[src/rtl/chcmd_pkg.sv]
package chcmd_pkg;

   // command codes written into the command byte
   localparam int unsigned CMD_DISABLE = 0;
   localparam int unsigned CMD_ENABLE  = 1;
   localparam int unsigned CMD_SUSPEND = 2;
   localparam int unsigned CMD_RESET   = 9;

   // state codes shown in the state byte
   typedef enum logic [2:0] {
      ST_DISABLED  = 3'd0,
      ST_ENABLED   = 3'd1,
      ST_RUNNING   = 3'd2,
      ST_SUSPENDED = 3'd3,
      ST_STOPPED   = 3'd4
   } chan_st_e;

   typedef struct packed {
      logic dis;
      logic en;
      logic sus;
      logic rst;
   } cmd_hit_t;

endpackage

[src/rtl/chcmd_decode.sv]
module chcmd_decode #(
   parameter int unsigned FIELD_W = 8
) (
   input  logic               wr,
   input  logic [FIELD_W-1:0] code,
   output chcmd_pkg::cmd_hit_t hit,
   output logic               known
);
   import chcmd_pkg::*;

   always_comb begin
      hit.dis = wr && (code == FIELD_W'(CMD_DISABLE));
      hit.en  = wr && (code == FIELD_W'(CMD_ENABLE));
      hit.sus = wr && (code == FIELD_W'(CMD_SUSPEND));
      hit.rst = wr && (code == FIELD_W'(CMD_RESET));
      known   = hit.dis | hit.en | hit.sus | hit.rst;
   end
endmodule

[src/rtl/chcmd_fsm.sv]
module chcmd_fsm (
   input  logic                clk,
   input  logic                rst_n,
   input  chcmd_pkg::cmd_hit_t hit,
   input  logic                work_pend,
   input  logic                dp_idle,
   input  logic                dp_err,
   output chcmd_pkg::chan_st_e state,
   output logic                active,
   output logic                clr_pulse
);
   import chcmd_pkg::*;

   chan_st_e st_q, st_d;
   logic     drain_q, drain_d;
   logic     clr_q;

   wire oper = (st_q == ST_ENABLED) || (st_q == ST_RUNNING);

   always_comb begin
      st_d    = st_q;
      drain_d = drain_q;
      if (hit.rst) begin
         st_d    = ST_DISABLED;
         drain_d = 1'b0;
      end else if (st_q == ST_STOPPED) begin
         st_d = ST_STOPPED;
      end else if (st_q == ST_RUNNING && dp_err) begin
         st_d    = ST_STOPPED;
         drain_d = 1'b0;
      end else if (hit.dis) begin
         st_d    = ST_DISABLED;
         drain_d = 1'b0;
      end else if (hit.en) begin
         if (st_q == ST_DISABLED || st_q == ST_SUSPENDED) st_d = ST_ENABLED;
         drain_d = 1'b0;
      end else if (hit.sus) begin
         if (oper) begin
            if (dp_idle) begin
               st_d    = ST_SUSPENDED;
               drain_d = 1'b0;
            end else begin
               drain_d = 1'b1;
            end
         end
      end else if (drain_q) begin
         if (dp_idle) begin
            st_d    = ST_SUSPENDED;
            drain_d = 1'b0;
         end
      end else if (st_q == ST_ENABLED && work_pend) begin
         st_d = ST_RUNNING;
      end else if (st_q == ST_RUNNING && !work_pend && dp_idle) begin
         st_d = ST_ENABLED;
      end
   end

   always_ff @(posedge clk or negedge rst_n) begin
      if (!rst_n) begin
         st_q    <= ST_DISABLED;
         drain_q <= 1'b0;
         clr_q   <= 1'b0;
      end else begin
         st_q    <= st_d;
         drain_q <= drain_d;
         clr_q   <= hit.rst;
      end
   end

   assign state     = st_q;
   assign active    = oper && !drain_q;
   assign clr_pulse = clr_q;
endmodule

[src/rtl/chcmd_csr.sv]
module chcmd_csr #(
   parameter int unsigned CSR_W     = 32,
   parameter int unsigned FIELD_W   = 8,
   parameter int unsigned CMD_LSB   = 16,
   parameter int unsigned STATE_LSB = 8,
   parameter bit          CMD_ECHO  = 1'b1
) (
   input  logic                clk,
   input  logic                rst_n,
   input  logic                known,
   input  logic [FIELD_W-1:0]  code,
   input  chcmd_pkg::chan_st_e state,
   output logic [CSR_W-1:0]    rdata
);
   logic [FIELD_W-1:0] echo;

   generate
      if (CMD_ECHO) begin : g_echo
         logic [FIELD_W-1:0] last_q;
         always_ff @(posedge clk or negedge rst_n) begin
            if (!rst_n)     last_q <= '0;
            else if (known) last_q <= code;
         end
         assign echo = last_q;
      end else begin : g_no_echo
         assign echo = '0;
      end
   endgenerate

   always_comb begin
      rdata = '0;
      rdata[STATE_LSB +: FIELD_W] = FIELD_W'(state);
      rdata[CMD_LSB   +: FIELD_W] = echo;
   end
endmodule

[src/rtl/chan_cmd_ctrl.sv]
module chan_cmd_ctrl #(
   parameter int unsigned CSR_W     = 32,
   parameter int unsigned FIELD_W   = 8,
   parameter int unsigned CMD_LSB   = 16,
   parameter int unsigned STATE_LSB = 8,
   parameter bit          CMD_ECHO  = 1'b1
) (
   input  logic             clk,
   input  logic             rst_n,
   input  logic             csr_we,
   input  logic [CSR_W-1:0] csr_wdata,
   output logic [CSR_W-1:0] csr_rdata,
   input  logic             work_pend,
   input  logic             dp_idle,
   input  logic             dp_err,
   output logic             chan_active,
   output logic             ptr_clr
);
   import chcmd_pkg::*;

   localparam int unsigned CMD_TOP   = CMD_LSB + FIELD_W;
   localparam int unsigned STATE_TOP = STATE_LSB + FIELD_W;

   generate
      if (FIELD_W < 4) begin : g_bad_width
         $error("FIELD_W too narrow for command codes");
      end
      if (CMD_TOP > CSR_W || STATE_TOP > CSR_W) begin : g_bad_fit
         $error("fields exceed CSR_W");
      end
      if (!(CMD_TOP <= STATE_LSB || STATE_TOP <= CMD_LSB)) begin : g_bad_overlap
         $error("command and state fields overlap");
      end
   endgenerate

   logic [FIELD_W-1:0] code;
   cmd_hit_t           hit;
   logic               known;
   chan_st_e           state;

   assign code = csr_wdata[CMD_LSB +: FIELD_W];

   chcmd_decode #(.FIELD_W(FIELD_W)) u_dec (
      .wr    (csr_we),
      .code  (code),
      .hit   (hit),
      .known (known)
   );

   chcmd_fsm u_fsm (
      .clk       (clk),
      .rst_n     (rst_n),
      .hit       (hit),
      .work_pend (work_pend),
      .dp_idle   (dp_idle),
      .dp_err    (dp_err),
      .state     (state),
      .active    (chan_active),
      .clr_pulse (ptr_clr)
   );

   chcmd_csr #(
      .CSR_W     (CSR_W),
      .FIELD_W   (FIELD_W),
      .CMD_LSB   (CMD_LSB),
      .STATE_LSB (STATE_LSB),
      .CMD_ECHO  (CMD_ECHO)
   ) u_csr (
      .clk   (clk),
      .rst_n (rst_n),
      .known (known),
      .code  (code),
      .state (state),
      .rdata (csr_rdata)
   );
endmodule

[config.mk]
export PLATFORM = sky130hd
export DESIGN_NAME = chan_cmd_ctrl
export DESIGN_NICKNAME = d
export VERILOG_FILES = /design/src/rtl/chcmd_pkg.sv /design/src/rtl/chcmd_decode.sv /design/src/rtl/chcmd_fsm.sv /design/src/rtl/chcmd_csr.sv /design/src/rtl/chan_cmd_ctrl.sv
export SDC_FILE = /design/constraint.sdc
export NUM_CORES = 1
export LEC_CHECK = 0
export BUFFER_PORTS_ARGS = -buffer_cell sky130_fd_sc_hd__buf_2
export CAP_MARGIN = 40
export CORE_MARGIN = 2
export CORE_UTILIZATION = 34
export CTS_CLUSTER_SIZE = 12
export DETAILED_ROUTE_END_ITERATION = 10
export GPL_ROUTABILITY_DRIVEN = 0
export PLACE_DENSITY = 0.7
export SETUP_SLACK_MARGIN = 0.4
export SLEW_MARGIN = 25
export SYNTH_ARGS = -nofsm -noshare
export SYNTH_HDL_FRONTEND = slang
export SYNTH_SLANG_ARGS = --single-unit
[constraint.sdc]
create_clock -name clk -period 5.2 [get_ports clk]
set_input_delay 0.26 -clock clk [delete_from_list [all_inputs] [get_ports clk]]
set_output_delay 0.26 -clock clk [all_outputs]
set_load 0.005 [all_outputs]
==> flow_results.xml <==
<?xml version="1.0" encoding="UTF-8"?>
<metrics>
  <group name="worst_setup_path">
    <metric name="critPathLaunchType" unit="">flop</metric>
    <metric name="timing.critical_path.to_type" unit="">flop</metric>
    <metric name="r2r-start" unit="">u_fsm.state[0]$_DFFE_PN0P_</metric>
    <metric name="critPathTopFamily" unit="">simple AND/OR/NAND/NOR gates</metric>
    <metric name="crit_chain" unit="">nor4bb_1 &gt; nor2_1 &gt; and2_1 &gt; a21oi_2 &gt; mux2_4</metric>
    <metric name="worst-path-max-fanout" unit="">10</metric>
    <metric name="critical_path_data_required_time" unit="ps">5360</metric>
    <metric name="reg_to_reg_end" unit="">u_fsm.state[0]$_DFFE_PN0P_</metric>
    <metric name="worst-setup-path-type" unit="">reg2reg</metric>
    <metric name="critPathArrivalTime" unit="ps">2160</metric>
    <metric name="timing.critical_path.buf_inv" unit="">0</metric>
    <metric name="worst_r2r_path_depth" unit="">5</metric>
    <metric name="ff2ff_setup_slack" unit="ps">3200</metric>
    <metric name="worst_path_max_delay_cell" unit="">sky130_fd_sc_hd__dfrtp_1</metric>
    <metric name="crit_path_max_incr_delay" unit="ps">550</metric>
  </group>
  <group name="drt">
    <metric name="num_vias" unit="">849</metric>
    <metric name="antenna_left" unit="">0</metric>
    <metric name="routed_wire_length_per_instance" unit="um">12.27</metric>
    <metric name="detailedRoute.firstIterationViolations" unit="">39</metric>
    <metric name="drt_first_pass_iters" unit="">4</metric>
    <metric name="route.final.wire_length" unit="mm">2.073</metric>
    <metric name="remaining_drc_errors" unit="">0</metric>
    <metric name="avgViaCountPerCell" unit="">5.024</metric>
  </group>
  <group name="synthesis">
    <metric name="synth.top_cells.by_count" unit="">sky130_fd_sc_hd__buf_4 (22), sky130_fd_sc_hd__dfrtp_1 (13), sky130_fd_sc_hd__a21oi_1 (6), sky130_fd_sc_hd__and2_1 (6), sky130_fd_sc_hd__nor2_1 (6)</metric>
    <metric name="synth_most_common_cell" unit="">sky130_fd_sc_hd__buf_4</metric>
    <metric name="synth_seq_cells" unit="">13</metric>
    <metric name="yosysTopAreaCell" unit="">sky130_fd_sc_hd__dfrtp_1</metric>
    <metric name="ys_async_sr_fraction" unit="%">100.0</metric>
    <metric name="ys_warn_count" unit="">0</metric>
    <metric name="synth_flop_cell" unit="">sky130_fd_sc_hd__dfrtp_1</metric>
    <metric name="synthesis.instances" unit="">112</metric>
    <metric name="yosys.cell_types.count" unit="">44</metric>
    <metric name="synth_edf_count" unit="">0</metric>
    <metric name="ys_top_cells_by_area" unit="">sky130_fd_sc_hd__dfrtp_1 (31%), sky130_fd_sc_hd__buf_4 (16%), sky130_fd_sc_hd__and2_1 (3.6%)</metric>
    <metric name="netlist.area_leader.share" unit="%">31.29</metric>
    <metric name="synth_area_per_cell" unit="um2">9.283</metric>
    <metric name="sequential_share_of_the_synthesized_area" unit="%">31.29</metric>
    <metric name="mappedNetlistArea" unit="um2">1040</metric>
  </group>
  <group name="min_path">
    <metric name="min-delay-start" unit="">csr_wdata[16]</metric>
    <metric name="worst_hold_path.endpoint" unit="">u_fsm.clr_pulse$_DFF_PN0_</metric>
    <metric name="timing.hold.worst.class" unit="">in2reg</metric>
    <metric name="hold_path_depth" unit="">3</metric>
  </group>
  <group name="finish">
    <metric name="post_layout_nonfiller_instances" unit="">169</metric>
    <metric name="final_net_count" unit="">175</metric>
    <metric name="multi_input_comb_area" unit="um2">571.8</metric>
    <metric name="antenna_cells_inserted" unit="">0</metric>
    <metric name="fillCellCount" unit="">316</metric>
    <metric name="layout_overhead_on_the_synthesized_area" unit="%">7.701</metric>
    <metric name="layout-drive-gt1-share" unit="%">27.94</metric>
    <metric name="sequential_area" unit="um2">325.3</metric>
  </group>
  <group name="global_route">
    <metric name="grt_pass1_vias" unit="">735</metric>
    <metric name="grt_start_max_net_pins" unit="">14</metric>
    <metric name="globalRouteOverflowTotal" unit="">0</metric>
    <metric name="grt_first_pass_wirelength" unit="mm">3.381</metric>
    <metric name="antenna_found_initial" unit="">0</metric>
    <metric name="groute.usage.overall" unit="%">12.80</metric>
  </group>
  <group name="sta">
    <metric name="timing.final.crit_period" unit="ps">1999</metric>
    <metric name="worst_slew_pin_slew" unit="ps">600.4</metric>
    <metric name="max-slew-margin-rel" unit="%">59.80</metric>
    <metric name="final-hold-violation-count" unit="">0</metric>
    <metric name="max_clock_freq" unit="MHz">500.3</metric>
    <metric name="clock_skew" unit="ps">2.457</metric>
    <metric name="report.final.setup_viol" unit="">0</metric>
    <metric name="fin_crit_sh" unit="%">38.44</metric>
    <metric name="setup_total_negative_slack" unit="ps">0</metric>
    <metric name="grt_setup_unrepaired" unit="">false</metric>
    <metric name="timing.final.max_slew_violations" unit="">0</metric>
  </group>
  <group name="floorplanning">
    <metric name="design.portCount" unit="">72</metric>
    <metric name="floorplan.core_area" unit="um2">2978</metric>
    <metric name="initial_core_util" unit="%">34.92</metric>
    <metric name="rows" unit="">20</metric>
    <metric name="die_w" unit="um">59.30</metric>
    <metric name="die_outline_height" unit="um">59.30</metric>
    <metric name="design.die.area" unit="um2">3516</metric>
  </group>
  <group name="clock_tree">
    <metric name="cts-resized-gates" unit="">0</metric>
    <metric name="numCtsBuffers" unit="">3</metric>
    <metric name="clockRootBuffer" unit="">sky130_fd_sc_hd__clkbuf_4</metric>
    <metric name="clk_latency" unit="ps">270</metric>
    <metric name="clock_sink_count" unit="">13</metric>
    <metric name="htree_levels" unit="">1</metric>
    <metric name="setup_fix_buffers_added_after_clock_tree_synthesis" unit="">0</metric>
    <metric name="clkSlewWorstSetupHoldPaths" unit="ps">80</metric>
    <metric name="cts.path.max_buffers" unit="">2</metric>
    <metric name="cts_hold_repair.buffers" unit="">1</metric>
    <metric name="tritoncts" unit="">built</metric>
  </group>
  <group name="place">
    <metric name="placed_cells_incl_taps" unit="">164</metric>
    <metric name="port_buffers" unit="">26</metric>
    <metric name="detailedPlacementHpwl" unit="mm">1.614</metric>
  </group>
  <group name="power">
    <metric name="peakVddDrop" unit="mV">0.07194</metric>
    <metric name="cellLeakagePower" unit="nW">0.5317</metric>
    <metric name="power.density" unit="nW/um2">296.9</metric>
  </group>
  <group name="outcome">
    <metric name="result_of_the_run" unit="">finished clean</metric>
  </group>
  <group name="run">
    <metric name="max_cap_violations" unit="">0</metric>
  </group>
</metrics>
==> area by class of cell <==
class	instances	area share, %
clock buffer	4	2.346
inverter	4	1.341
multi-input combinational	88	51.06
sequential	13	29.05
tap	33	3.687
timing repair buffer	27	12.51
==> logic make-up (layout without fill, tap and decap cells) <==
kind of cell / count (synthesis) / after routing / synth area share [%]
AOI/OAI and AO/OA: 32 / 32 / 22.99
xor gates and xnor gates: 1 / 1 / 0.8425
buffers and inverters: 31 / 35 / 20.94
DFF: 13 / 13 / 31.29
muxes: 3 / 3 / 3.489
other: 1 / 21 / 0.3607
and+or+nand+nor: 31 / 31 / 20.10
==> routing by layer <==
metal	track usage, %	wire [um]	up-vias
met2	20.41	1071	27
met3	2.838	100	2
met5	0	0	-
met4	5.844	12	0
li1	-	-	401
met1	16.42	888	419
==> worst min-delay path: stages <==
cell and delay (ps):
sky130_fd_sc_hd__buf_2 170, sky130_fd_sc_hd__nand2_1 90, sky130_fd_sc_hd__nor2_1 70
==> power by group <==
part           leakage (nW)  internal, mW  switching (mW)
combinational         0.348        0.0661          0.0669
sequential            0.168         0.113          0.0257
clock                0.0150        0.0297          0.0315
total                 0.532         0.208           0.124
==> how the worst max path moves through the flow <==
| stage | end | cells past startpoint | slack, ps | from |
|---|---|---|---|---|
| finish | u_fsm.state[0]$_DFFE_PN0P_ | 5 | 3200 | u_fsm.state[0]$_DFFE_PN0P_ |
| global route | u_fsm.state[0]$_DFFE_PN0P_ | 5 | 3050 | u_fsm.state[0]$_DFFE_PN0P_ |
| CTS | u_fsm.state[0]$_DFFE_PN0P_ | 5 | 3230 | u_fsm.state[0]$_DFFE_PN0P_ |
| detailed placement | u_fsm.state[0]$_DFFE_PN0P_ | 6 | 2990 | csr_wdata[23] |
| global placement | u_fsm.state[0]$_DFFE_PN0P_ | 6 | 3050 | csr_wdata[23] |
| floorplan | u_fsm.state[0]$_DFFE_PN0P_ | 6 | 3450 | u_fsm.state[0]$_DFFE_PN0P_ |
==> sequential cells by signal, indices dropped and copies added, names as in the netlist <==
name and cells:
u_csr.echo 8, u_fsm.clr_pulse 1, u_fsm.state 3, u_fsm.drain_q 1
==> stage by stage <==
| stage | hold slack, ps | utilization [%] | setup slack, ps | instance area (um2) | power, mW |
|---|---|---|---|---|---|
| after floorplan | -35.59 | - | 3450 | 1115 | 0.2531 |
| after CTS | 350.5 | 37.61 | 3228 | 1120 | 0.3375 |
| after global placement | 159.1 | 36.39 | 3050 | 1084 | 0.2662 |
| after detailed placement | 169.7 | 36.39 | 2986 | 1084 | 0.2729 |
| after global routing | 363.3 | 37.61 | 3054 | 1120 | 0.3629 |
| final | 364.8 | 37.61 | 3201 | 1120 | 0.3325 |
==> cell usage in the layout, fill, tap and decap left out, types with 3 or more instances in the layout <==
master	n
sky130_fd_sc_hd__a21oi_1	6
sky130_fd_sc_hd__and2_1	6
sky130_fd_sc_hd__buf_2	26
sky130_fd_sc_hd__clkbuf_4	3
sky130_fd_sc_hd__conb_1	21
sky130_fd_sc_hd__dfrtp_1	13
sky130_fd_sc_hd__inv_1	4
sky130_fd_sc_hd__nand2_1	4
sky130_fd_sc_hd__nor2_1	6
sky130_fd_sc_hd__nor2b_1	3
sky130_fd_sc_hd__o211ai_1	3
sky130_fd_sc_hd__o21ai_0	5
Power figures use the tool's default switching activity.
